## config.mk

```make
export PLATFORM = sky130hd
export DESIGN_NAME = ifetch_dual_prefetch
export DESIGN_NICKNAME = d
export VERILOG_FILES = /design/src/rtl/ifpb_pkg.sv /design/src/rtl/ifpb_tag_gen.sv /design/src/rtl/ifpb_line_buf.sv /design/src/rtl/ifpb_pen_timer.sv /design/src/rtl/ifetch_dual_prefetch.sv
export SDC_FILE = /design/constraint.sdc
export NUM_CORES = 1
export LEC_CHECK = 0
export BUFFER_PORTS_ARGS = -buffer_cell sky130_fd_sc_hd__clkbuf_2
export CAP_MARGIN = 40
export CORE_MARGIN = 5
export CORE_UTILIZATION = 53
export DETAILED_ROUTE_END_ITERATION = 10
export PLACE_DENSITY = 0.85
export SYNTH_ARGS = -nofsm -noshare
export SYNTH_HDL_FRONTEND = slang
export SYNTH_SLANG_ARGS = --single-unit
export TNS_END_PERCENT = 50
```

## constraint.sdc

```tcl
create_clock -name clk -period 3.89 [get_ports clk]
set_input_delay 0.1945 -clock clk [delete_from_list [all_inputs] [get_ports clk]]
set_output_delay 0.1945 -clock clk [all_outputs]
set_load 0.02 [all_outputs]
```

## src/rtl/ifpb_pkg.sv

```systemverilog
package ifpb_pkg;
   // Mask that clears the offset bits of a line of the given size.
   function automatic logic [63:0] line_mask(input logic [63:0] size);
      return ~(size - 64'd1);
   endfunction
endpackage

```

## src/rtl/ifpb_tag_gen.sv

```systemverilog
module ifpb_tag_gen #(
   parameter int TW = 32,
   parameter logic [TW-1:0] TAG_INIT = {1'b1, {(TW-1){1'b0}}}
) (
   input  logic          clk,
   input  logic          rst_n,
   input  logic          adv,
   output logic [TW-1:0] tag
);
   always_ff @(posedge clk or negedge rst_n) begin
      if (!rst_n)   tag <= TAG_INIT;
      else if (adv) tag <= tag + TW'(1);
   end
endmodule

```

## src/rtl/ifpb_line_buf.sv

```systemverilog
module ifpb_line_buf #(
   parameter int AW = 32,
   parameter int TW = 32
) (
   input  logic          clk,
   input  logic          rst_n,
   input  logic          load,
   input  logic [AW-1:0] load_addr,
   input  logic [TW-1:0] load_tag,
   input  logic          cpl_valid,
   input  logic [TW-1:0] cpl_tag,
   output logic          vld,
   output logic [AW-1:0] addr,
   output logic [TW-1:0] tag,
   output logic          pend
);
   always_ff @(posedge clk or negedge rst_n) begin
      if (!rst_n) begin
         vld  <= 1'b0;
         addr <= '0;
         tag  <= '0;
         pend <= 1'b0;
      end else if (load) begin
         vld  <= 1'b1;
         addr <= load_addr;
         tag  <= load_tag;
         pend <= 1'b1;
      end else if (cpl_valid && pend && (cpl_tag == tag)) begin
         pend <= 1'b0;
      end
   end
endmodule

```

## src/rtl/ifpb_pen_timer.sv

```systemverilog
module ifpb_pen_timer #(
   parameter int PW = 4
) (
   input  logic          clk,
   input  logic          rst_n,
   input  logic          load,
   input  logic [PW-1:0] value,
   input  logic          consume,
   output logic          busy
);
   logic [PW-1:0] left;
   assign busy = (left != '0);
   always_ff @(posedge clk or negedge rst_n) begin
      if (!rst_n)                left <= '0;
      else if (load)             left <= value;
      else if (consume && busy)  left <= left - PW'(1);
   end
endmodule

```

## src/rtl/ifetch_dual_prefetch.sv

```systemverilog
module ifetch_dual_prefetch #(
   parameter int AW     = 32,
   parameter int TW     = 32,
   parameter int PW     = 4,
   parameter int LINE_N = 8,
   parameter int LINE_W = 16
) (
   input  logic          clk,
   input  logic          rst_n,
   input  logic          fetch_valid,
   input  logic [AW-1:0] fetch_addr,
   input  logic          fetch_first,
   input  logic          line_wide,
   input  logic          cache_en,
   input  logic          acct_en,
   input  logic          pen_load,
   input  logic [PW-1:0] pen_cycles,
   input  logic          cpl_valid,
   input  logic [TW-1:0] cpl_tag,
   output logic          req_valid,
   output logic [AW-1:0] req_addr,
   output logic [TW-1:0] req_tag,
   output logic          req_buf,
   output logic          req_pref,
   output logic          stall,
   output logic          cur_buf
);
   import ifpb_pkg::*;

   localparam int NBUF = 2;
   localparam logic [AW-1:0] SZ_N = AW'(LINE_N);
   localparam logic [AW-1:0] SZ_W = AW'(LINE_W);

   if ((LINE_N & (LINE_N - 1)) != 0 || (LINE_W & (LINE_W - 1)) != 0) begin : g_bad_line
      $error("line sizes must be powers of two");
   end
   if (TW < 2 || AW < 4) begin : g_bad_width
      $error("address or tag width too small");
   end

   logic [NBUF-1:0] b_vld, b_pend, b_load;
   logic [AW-1:0]   b_addr [NBUF];
   logic [TW-1:0]   b_tag  [NBUF];
   logic [TW-1:0]   next_tag;

   logic          go, hit0, hit1, cur, oth, cur_hit, pf_hit, dem, pf;
   logic          pen_busy, pen_use;
   logic [AW-1:0] line_sz, aligned, nxt_line, ld_addr;
   logic [63:0]   mask64;

   assign go       = fetch_valid && (cache_en || acct_en);
   assign line_sz  = line_wide ? SZ_W : SZ_N;
   assign mask64   = line_mask(64'(line_sz));
   assign aligned  = fetch_addr & mask64[AW-1:0];
   assign nxt_line = aligned + line_sz;

   assign hit0     = b_vld[0] && (b_addr[0] == aligned);
   assign hit1     = b_vld[1] && (b_addr[1] == aligned);
   assign cur      = !hit0 && hit1;      // buffer 0 preferred, also on a miss
   assign oth      = !cur;
   assign cur_hit  = hit0 || hit1;
   assign pf_hit   = b_vld[oth] && (b_addr[oth] == nxt_line);

   assign dem      = go && !cur_hit;
   assign pf       = go && cur_hit && !pf_hit;
   assign ld_addr  = dem ? aligned : nxt_line;

   for (genvar g = 0; g < NBUF; g++) begin : g_buf
      assign b_load[g] = (dem && (cur == 1'(g))) || (pf && (oth == 1'(g)));
      ifpb_line_buf #(.AW(AW), .TW(TW)) u_buf (
         .clk       (clk),
         .rst_n     (rst_n),
         .load      (b_load[g]),
         .load_addr (ld_addr),
         .load_tag  (next_tag),
         .cpl_valid (cpl_valid),
         .cpl_tag   (cpl_tag),
         .vld       (b_vld[g]),
         .addr      (b_addr[g]),
         .tag       (b_tag[g]),
         .pend      (b_pend[g])
      );
   end

   ifpb_tag_gen #(.TW(TW)) u_tag (
      .clk   (clk),
      .rst_n (rst_n),
      .adv   (dem || pf),
      .tag   (next_tag)
   );

   assign pen_use = go && fetch_first && pen_busy;

   ifpb_pen_timer #(.PW(PW)) u_pen (
      .clk     (clk),
      .rst_n   (rst_n),
      .load    (pen_load),
      .value   (pen_cycles),
      .consume (pen_use),
      .busy    (pen_busy)
   );

   assign req_valid = dem || pf;
   assign req_addr  = ld_addr;
   assign req_tag   = next_tag;
   assign req_buf   = dem ? cur : oth;
   assign req_pref  = pf;
   assign stall     = go && (!cur_hit || b_pend[cur] || pen_use);
   assign cur_buf   = go ? cur : 1'b0;
endmodule

```

* Word-level counts from Yosys, hierarchy flattened *
Cells that the tools add are included.

word-level totals
  memories kept = 0
  ROM bits = 0
  bits in latches = 0
  logic and storage cells = 78
  bits in writable memories = 0
  bits of input ports = 77
  bits in registers = 168

operators by class
  bitwise logic cells = 4
  $mul = 0
  divide/modulo/power cells = 0
  shift-type cells = 0
  $lt $le $gt $ge = 3
  add/sub/neg operators = 4
  eq/ne operators = 5
  reductions and logical operators = 35
  multiplexer cells = 17

operator list
  cell                     number
  $eq A32 B32 Y1           5
  $mux W32                 4
  $add A32 B1 Y32 const B  1
  $add A32 B5 Y32          1
  $and A32 B32 Y32         1
  $not A32 Y32             1
  $logic_and A1 B1 Y1      20
  $mux W1                  10
  $mux W4                  2
  $logic_or A1 B1 Y1       7
  $reduce_bool A2 Y1       3
  $sub A5 B1 Y6 const B    1
  $mux W5                  1
  $logic_not A1 Y1         4
  $lt A1 B2 Y1 const B     2
  $reduce_bool A4 Y1       1
  $sub A4 B1 Y4 const B    1
  $ge A2 B2 Y1 const B     1
  $not A1 Y2               1
  $not A1 Y1               1

* Depth between registers and ports, before layout *
  depth in word-level cells = 20
  depth in mapped cells = 15
  mapped depth without buffers = 13

* By module *
Synthesis repeated with hierarchy kept, for this count alone.

unflattened totals
  cell total of the unflattened synthesis = 876
  area total of the unflattened synthesis = 9819.4 µm²

modules (own cells, without submodules)
  module                cells each  seq. area each (µm²)  times used  area each (µm²)
  ifpb_line_buf         182         1651.6                2           2768.9
  ifetch_dual_prefetch  363         0.0                   1           2576.2
  ifpb_tag_gen          123         802.0                 1           1450.1
  ifpb_pen_timer        26          100.1                 1           255.2

* Worst setup path before layout *
No wires, ideal clock.

  kind = register to register
  start point = register g_buf[0].u_buf.addr[8]
  end point = register g_buf[1].u_buf.addr[9]
  stages on the path, launching flop included = 16
  required time = 3.762 ns
  path buffers = 4
  slack = 0.040 ns
  period minus slack after synthesis = 3.850 ns
  setup time = 0.128 ns
  data arrival time = 3.723 ns
  path through = dfrtp_1 > clkbuf_1 > xor2_1 > nor4_1 > nand4_1 > or4_1 > buf_2 > buf_2 > a2111oi_1 > nand3_1 > o31a_1 > nor4_2 > nand4_1 > o21ai_4 > buf_6 > mux2_1

between the ends
  longest elaborated chain between the ends = 15
  elaborated cells on any way between the ends = 23
  classes of those cells = 2 x eq/ne; 6 x mux; 1 x bitwise; 14 x reduce/logical

ends and longest elaborated chain
  item                                         RTL line                    RTL
  start, declared                              ifpb_line_buf.sv:13         output logic [AW-1:0] addr,
  start signal, assigned                       ifpb_line_buf.sv:25         addr <= load_addr;
  $eq A32 B32 Y1                               ifetch_dual_prefetch.sv:57  assign hit0 = b_vld[0] && (b_addr[0] == aligned);
  $logic_and A1 B1 Y1                          ifetch_dual_prefetch.sv:57
  $logic_not A1 Y1                             ifetch_dual_prefetch.sv:59  assign cur = !hit0 && hit1;
  $logic_and A1 B1 Y1                          ifetch_dual_prefetch.sv:59
  $logic_not A1 Y1                             ifetch_dual_prefetch.sv:60  assign oth = !cur;
  $not A1 Y2 (implied by the code)             ifetch_dual_prefetch.sv:62  assign pf_hit = b_vld[oth] && (b_addr[oth] == nxt_line);
  $mux W32 (implied by the code) (3 in a row)  ifetch_dual_prefetch.sv:62
  $eq A32 B32 Y1                               ifetch_dual_prefetch.sv:62
  $logic_and A1 B1 Y1                          ifetch_dual_prefetch.sv:62
  $logic_not A1 Y1                             ifetch_dual_prefetch.sv:65  assign pf = go && cur_hit && !pf_hit;
  $logic_and A1 B1 Y1                          ifetch_dual_prefetch.sv:65
  $logic_and A1 B1 Y1                          ifetch_dual_prefetch.sv:69  assign b_load[g] = (dem && (cur == 1'(g))) || (pf && (oth == 1'(g)));
  $logic_or A1 B1 Y1                           ifetch_dual_prefetch.sv:69
  end signal, assigned                         ifpb_line_buf.sv:25
  end, declared                                ifpb_line_buf.sv:13

Several ways; a longest one is shown, not always the timed one. The select of a mux whose other input is x is not followed.
A chain may end at the register's enable or synchronous reset.

* Worst setup path after layout *
  start point = register g_buf[1].u_buf.addr[11]
  end point = register g_buf[1].u_buf.tag[22]

between the ends
  longest elaborated chain between the ends = 14
  elaborated cells on any way between the ends = 21
  classes of those cells = 2 x eq/ne; 5 x mux; 1 x bitwise; 13 x reduce/logical

ends and longest elaborated chain
  item                                         RTL line                    RTL
  $eq A32 B32 Y1                               ifetch_dual_prefetch.sv:58  assign hit1 = b_vld[1] && (b_addr[1] == aligned);
  $logic_and A1 B1 Y1                          ifetch_dual_prefetch.sv:58
  $logic_and A1 B1 Y1                          ifetch_dual_prefetch.sv:59
  $logic_not A1 Y1                             ifetch_dual_prefetch.sv:60
  $not A1 Y2 (implied by the code)             ifetch_dual_prefetch.sv:62
  $mux W32 (implied by the code) (3 in a row)  ifetch_dual_prefetch.sv:62
  $eq A32 B32 Y1                               ifetch_dual_prefetch.sv:62
  $logic_and A1 B1 Y1                          ifetch_dual_prefetch.sv:62
  $logic_not A1 Y1                             ifetch_dual_prefetch.sv:65
  $logic_and A1 B1 Y1                          ifetch_dual_prefetch.sv:65
  $logic_and A1 B1 Y1                          ifetch_dual_prefetch.sv:69
  $logic_or A1 B1 Y1 (*)                       ifetch_dual_prefetch.sv:69
  end signal, assigned                         ifpb_line_buf.sv:26         tag <= load_tag;
  end, declared                                ifpb_line_buf.sv:14         output logic [TW-1:0] tag,

Every way passes the cells marked *; elsewhere a longest branch is shown, timed or not. The select of a mux whose other input is x is not followed.

==> results.json <==
{
  "status": "complete, but fails checks",
  "drt_pass1_iterations": 8,
  "synth_edf_count": 0,
  "design.portCount": 146,
  "drcViolationCount": 0,
  "cts_buffer_depth": 2,
  "post_synth.cell_area_avg_sq_um": 10.5,
  "dr.first_iter.drc_count": 1016,
  "final_max_slew_viol_count": 0,
  "crit_path_start_kind": "flop",
  "synth.cell_area_sq_um": 9920,
  "post_layout_nonfiller_instances": 1479,
  "num_vias": 9243,
  "antenna_cells_inserted": 0,
  "area_of_combinational_cells_with_multiple_inputs_sq_um": 5850,
  "cts-htree-levels": 4,
  "cts-buffers-inserted": 17,
  "grt_antenna_before_repair": 1,
  "worst_hold_startpoint": "pen_load",
  "min-delay-path-class": "in -> reg",
  "dpl.hpwl_microns": 23500,
  "endpoint_kind": "flop",
  "clock_skew_ps": 16.4,
  "crit_arrival_ps": 4630,
  "clock_insertion_delay_worst_skew_ps": 440,
  "cap_viol_max_count": 0,
  "root_buffer": "sky130_fd_sc_hd__clkbuf_16",
  "synthToLayoutAreaGrowth_pct": 35.1,
  "failed_checks": "negative setup slack",
  "critical_path.max_fanout": 7,
  "final_hold_viol_count": 0,
  "coreArea_sq_um": 18600,
  "synth.yosys.warnings": 0,
  "grt_max_degree": 85,
  "synthMostInstantiatedCell": "sky130_fd_sc_hd__dfrtp_1",
  "fin_nets": 1313,
  "track_usage_pct": 30.2,
  "timing.final.ws_setup_ps": -422,
  "fmax_mhz": 232,
  "synth_cell_type_count": 60,
  "core.rowCount": 50,
  "rsz0062_at_grt": "true",
  "crit_start": "g_buf[1].u_buf.addr[11]",
  "number_of_antenna_violating_nets_in_the_routed_design": 0,
  "fill_cells": 1166,
  "layout.core_utilization_pct": 72.1,
  "drt_wl_total_microns": 35800,
  "worst_setup_hold_path_clk_slew_ps": 80,
  "synth-async-reset-ratio_pct": 100,
  "critical_path_class": "reg -> reg",
  "post-route-min-period_ps": 4310,
  "detail_route.wl_per_cell_microns": 24.2,
  "clkSinkCount": 162,
  "cp.required_ps": 4200,
  "min_period_over_period_pct": 111,
  "slew_headroom_pct": 45.0,
  "routed_via_density": 6.25,
  "netlist_instances": 942,
  "routabilityCongestion": 1.02,
  "dieHeight_microns": 147,
  "drive_above_1_share_pct": 38.7,
  "synthTopCellsByCount": "sky130_fd_sc_hd__dfrtp_1 (161), sky130_fd_sc_hd__xnor2_1 (147), sky130_fd_sc_hd__xor2_1 (82), sky130_fd_sc_hd__mux2_2 (64), sky130_fd_sc_hd__mux2_1 (60)",
  "tightestPinTransition_ps": 825,
  "power.density_cell_area_nw_per_um2": 356,
  "static-leakage-power_nw": 6.34,
  "rr_startpoint": "g_buf[1].u_buf.addr[11]",
  "synth_seq_area_share_pct": 40.9,
  "start_util_pct": 53.4,
  "area.sequential_sq_um": 4060,
  "die_area_sq_um": 21600,
  "global_route.overflow_total": 0,
  "number_of_global_route_vias_before_repair": 9219,
  "port_buffers": 139,
  "setup_violations": 161,
  "yosysTopAreaCellShare_pct": 40.6,
  "regToRegSetupSlack_ps": -420,
  "grt_pass1_wl_microns": 51100,
  "tritoncts_clock_tree": "done",
  "total_instance_count_after_detailed_placement": 1408,
  "postSynth.topFlopCell": "sky130_fd_sc_hd__dfrtp_1",
  "postPlaceCellArea_sq_um": 11800,
  "floorplan.die.width_microns": 147,
  "number_of_synthesized_register_bits": 162,
  "top_post_synthesis_cells_by_area": "sky130_fd_sc_hd__dfrtp_1 (41%), sky130_fd_sc_hd__xnor2_1 (13%), sky130_fd_sc_hd__mux2_2 (7.3%)",
  "post-synth-top-area-cell": "sky130_fd_sc_hd__dfrtp_1",
  "postLayoutCellArea_sq_um": 13400,
  "ir_drop_v": 0.000350
}
-- worst max-delay path: stages, from the launching register on --
cell	delay, ps
sky130_fd_sc_hd__dfrtp_1	410
sky130_fd_sc_hd__xor2_1	210
sky130_fd_sc_hd__nor4_1	310
sky130_fd_sc_hd__nand4_1	250
sky130_fd_sc_hd__or4_4	600
sky130_fd_sc_hd__buf_4	200
sky130_fd_sc_hd__o21ai_1	170
sky130_fd_sc_hd__and3_1	190
sky130_fd_sc_hd__o211ai_1	130
sky130_fd_sc_hd__nor4_4	350
sky130_fd_sc_hd__buf_4	180
sky130_fd_sc_hd__nand2_1	120
sky130_fd_sc_hd__o21ai_4	330
sky130_fd_sc_hd__buf_8	210
sky130_fd_sc_hd__clkbuf_16	170
sky130_fd_sc_hd__mux2_1	340
-- cell type report --
class	count	area share, %
clock buffer	17	3.18
timing repair buffer	326	19.1
sequential	162	30.3
clock inverter	15	1.45
multi-input combinational	719	43.6
inverter	6	0.168
tap	234	2.19
-- path summary, 6_finish.rpt --
check                      cells after the start                     end
max in group asynchronous                      3           u_tag.tag[31]
setup reg to reg                              15  g_buf[1].u_buf.tag[22]
min in group asynchronous                      2      g_buf[0].u_buf.vld
setup / recovery                              15  g_buf[1].u_buf.tag[22]
hold / removal                                 2           u_pen.left[2]
hold reg to reg                                1           u_tag.tag[31]
-- layer usage --
metal  vias to the layer above  wire length (microns)  GRT usage [%]
met5                         -                     18              0
met4                         2                   2260           15.1
met3                       184                   3520           6.32
met2                       697                  16900           49.4
met1                      4431                  13100           38.2
li1                       3929                      -              -
-- sequential cells by signal, summed over array words and instances, names as in the netlist --
register / cells
g_buf.u_buf.vld: 2
g_buf.u_buf.pend: 2
u_tag.tag: 32
u_pen.left: 4
g_buf.u_buf.addr: 58
g_buf.u_buf.tag: 64
-- metrics by stage --
stage / TNS [ps] / hold slack (ps) / worst slack [ps] / total power, mW
finish: -48730 / 36.2 / -422 / 4.77
global route: -64240 / 47.5 / -510 / 4.92
CTS: -17640 / 25.7 / -236 / 4.69
detailed placement: -45540 / 306 / -397 / 2.91
global placement: -35390 / 297 / -301 / 2.89
floorplan: 0 / -101 / 39.8 / 2.45
-- where the power goes --
part,leakage (nW),internal (mW),switching [mW],total [mW]
Clock,0.300,0.885,0.879,1.76
Sequential,2.15,1.80,0.150,1.95
Combinational,3.89,0.488,0.569,1.06
-- cells by family (layout without fill, tap and decap cells) --
kind of cell               count (synthesis)  in the layout  synth area share, %
and+or+nand+nor                          286            286                 15.8
other                                      1              3               0.0378
muxes                                    130            130                 14.7
DFF                                      162            162                 40.9
AOI/OAI and AO/OA                         67             67                 4.48
adders and majority gates                  4              4                0.580
buffers and inverters                     63            364                 3.32
xor gates and xnor gates                 229            229                 20.2
-- cell usage in the layout (no fill, tap or decap), types with 4 or more instances in the layout --
cell,Yosys,layout
sky130_fd_sc_hd__a21boi_0,5,4
sky130_fd_sc_hd__a21oi_1,18,18
sky130_fd_sc_hd__and2_1,6,6
sky130_fd_sc_hd__and3_1,26,25
sky130_fd_sc_hd__buf_12,0,10
sky130_fd_sc_hd__buf_16,0,4
sky130_fd_sc_hd__buf_4,9,147
sky130_fd_sc_hd__buf_6,6,9
sky130_fd_sc_hd__clkbuf_16,0,28
sky130_fd_sc_hd__clkbuf_2,0,136
sky130_fd_sc_hd__clkinv_8,0,5
sky130_fd_sc_hd__dfrtp_1,161,161
sky130_fd_sc_hd__dlygate4sd3_1,0,5
sky130_fd_sc_hd__inv_1,6,6
sky130_fd_sc_hd__inv_8,0,4
sky130_fd_sc_hd__mux2_1,60,34
sky130_fd_sc_hd__mux2_2,64,60
sky130_fd_sc_hd__mux2_4,0,30
sky130_fd_sc_hd__mux2i_1,6,5
sky130_fd_sc_hd__nand2_1,46,43
sky130_fd_sc_hd__nand3_1,41,34
sky130_fd_sc_hd__nand3_2,1,7
sky130_fd_sc_hd__nand4_1,47,47
sky130_fd_sc_hd__nand4b_1,5,5
sky130_fd_sc_hd__nor2_1,42,40
sky130_fd_sc_hd__nor3_1,17,17
sky130_fd_sc_hd__nor4_1,23,19
sky130_fd_sc_hd__nor4_2,2,4
sky130_fd_sc_hd__o21ai_0,16,12
sky130_fd_sc_hd__o21ai_1,2,5
sky130_fd_sc_hd__or3_1,4,4
sky130_fd_sc_hd__xnor2_1,147,145
sky130_fd_sc_hd__xor2_1,82,76
sky130_fd_sc_hd__xor2_2,0,6
-- timing repair --
item,4_1_cts,5_1_grt
hold endpoints to repair,85,0
resized for setup,33,68
endpoints found under the setup margin,161,173
cloned,3,12
pin swaps,12,15
setup buffers,13,7
hold buffers,5,0
No activity file was read; power rests on OpenSTA's default activity.
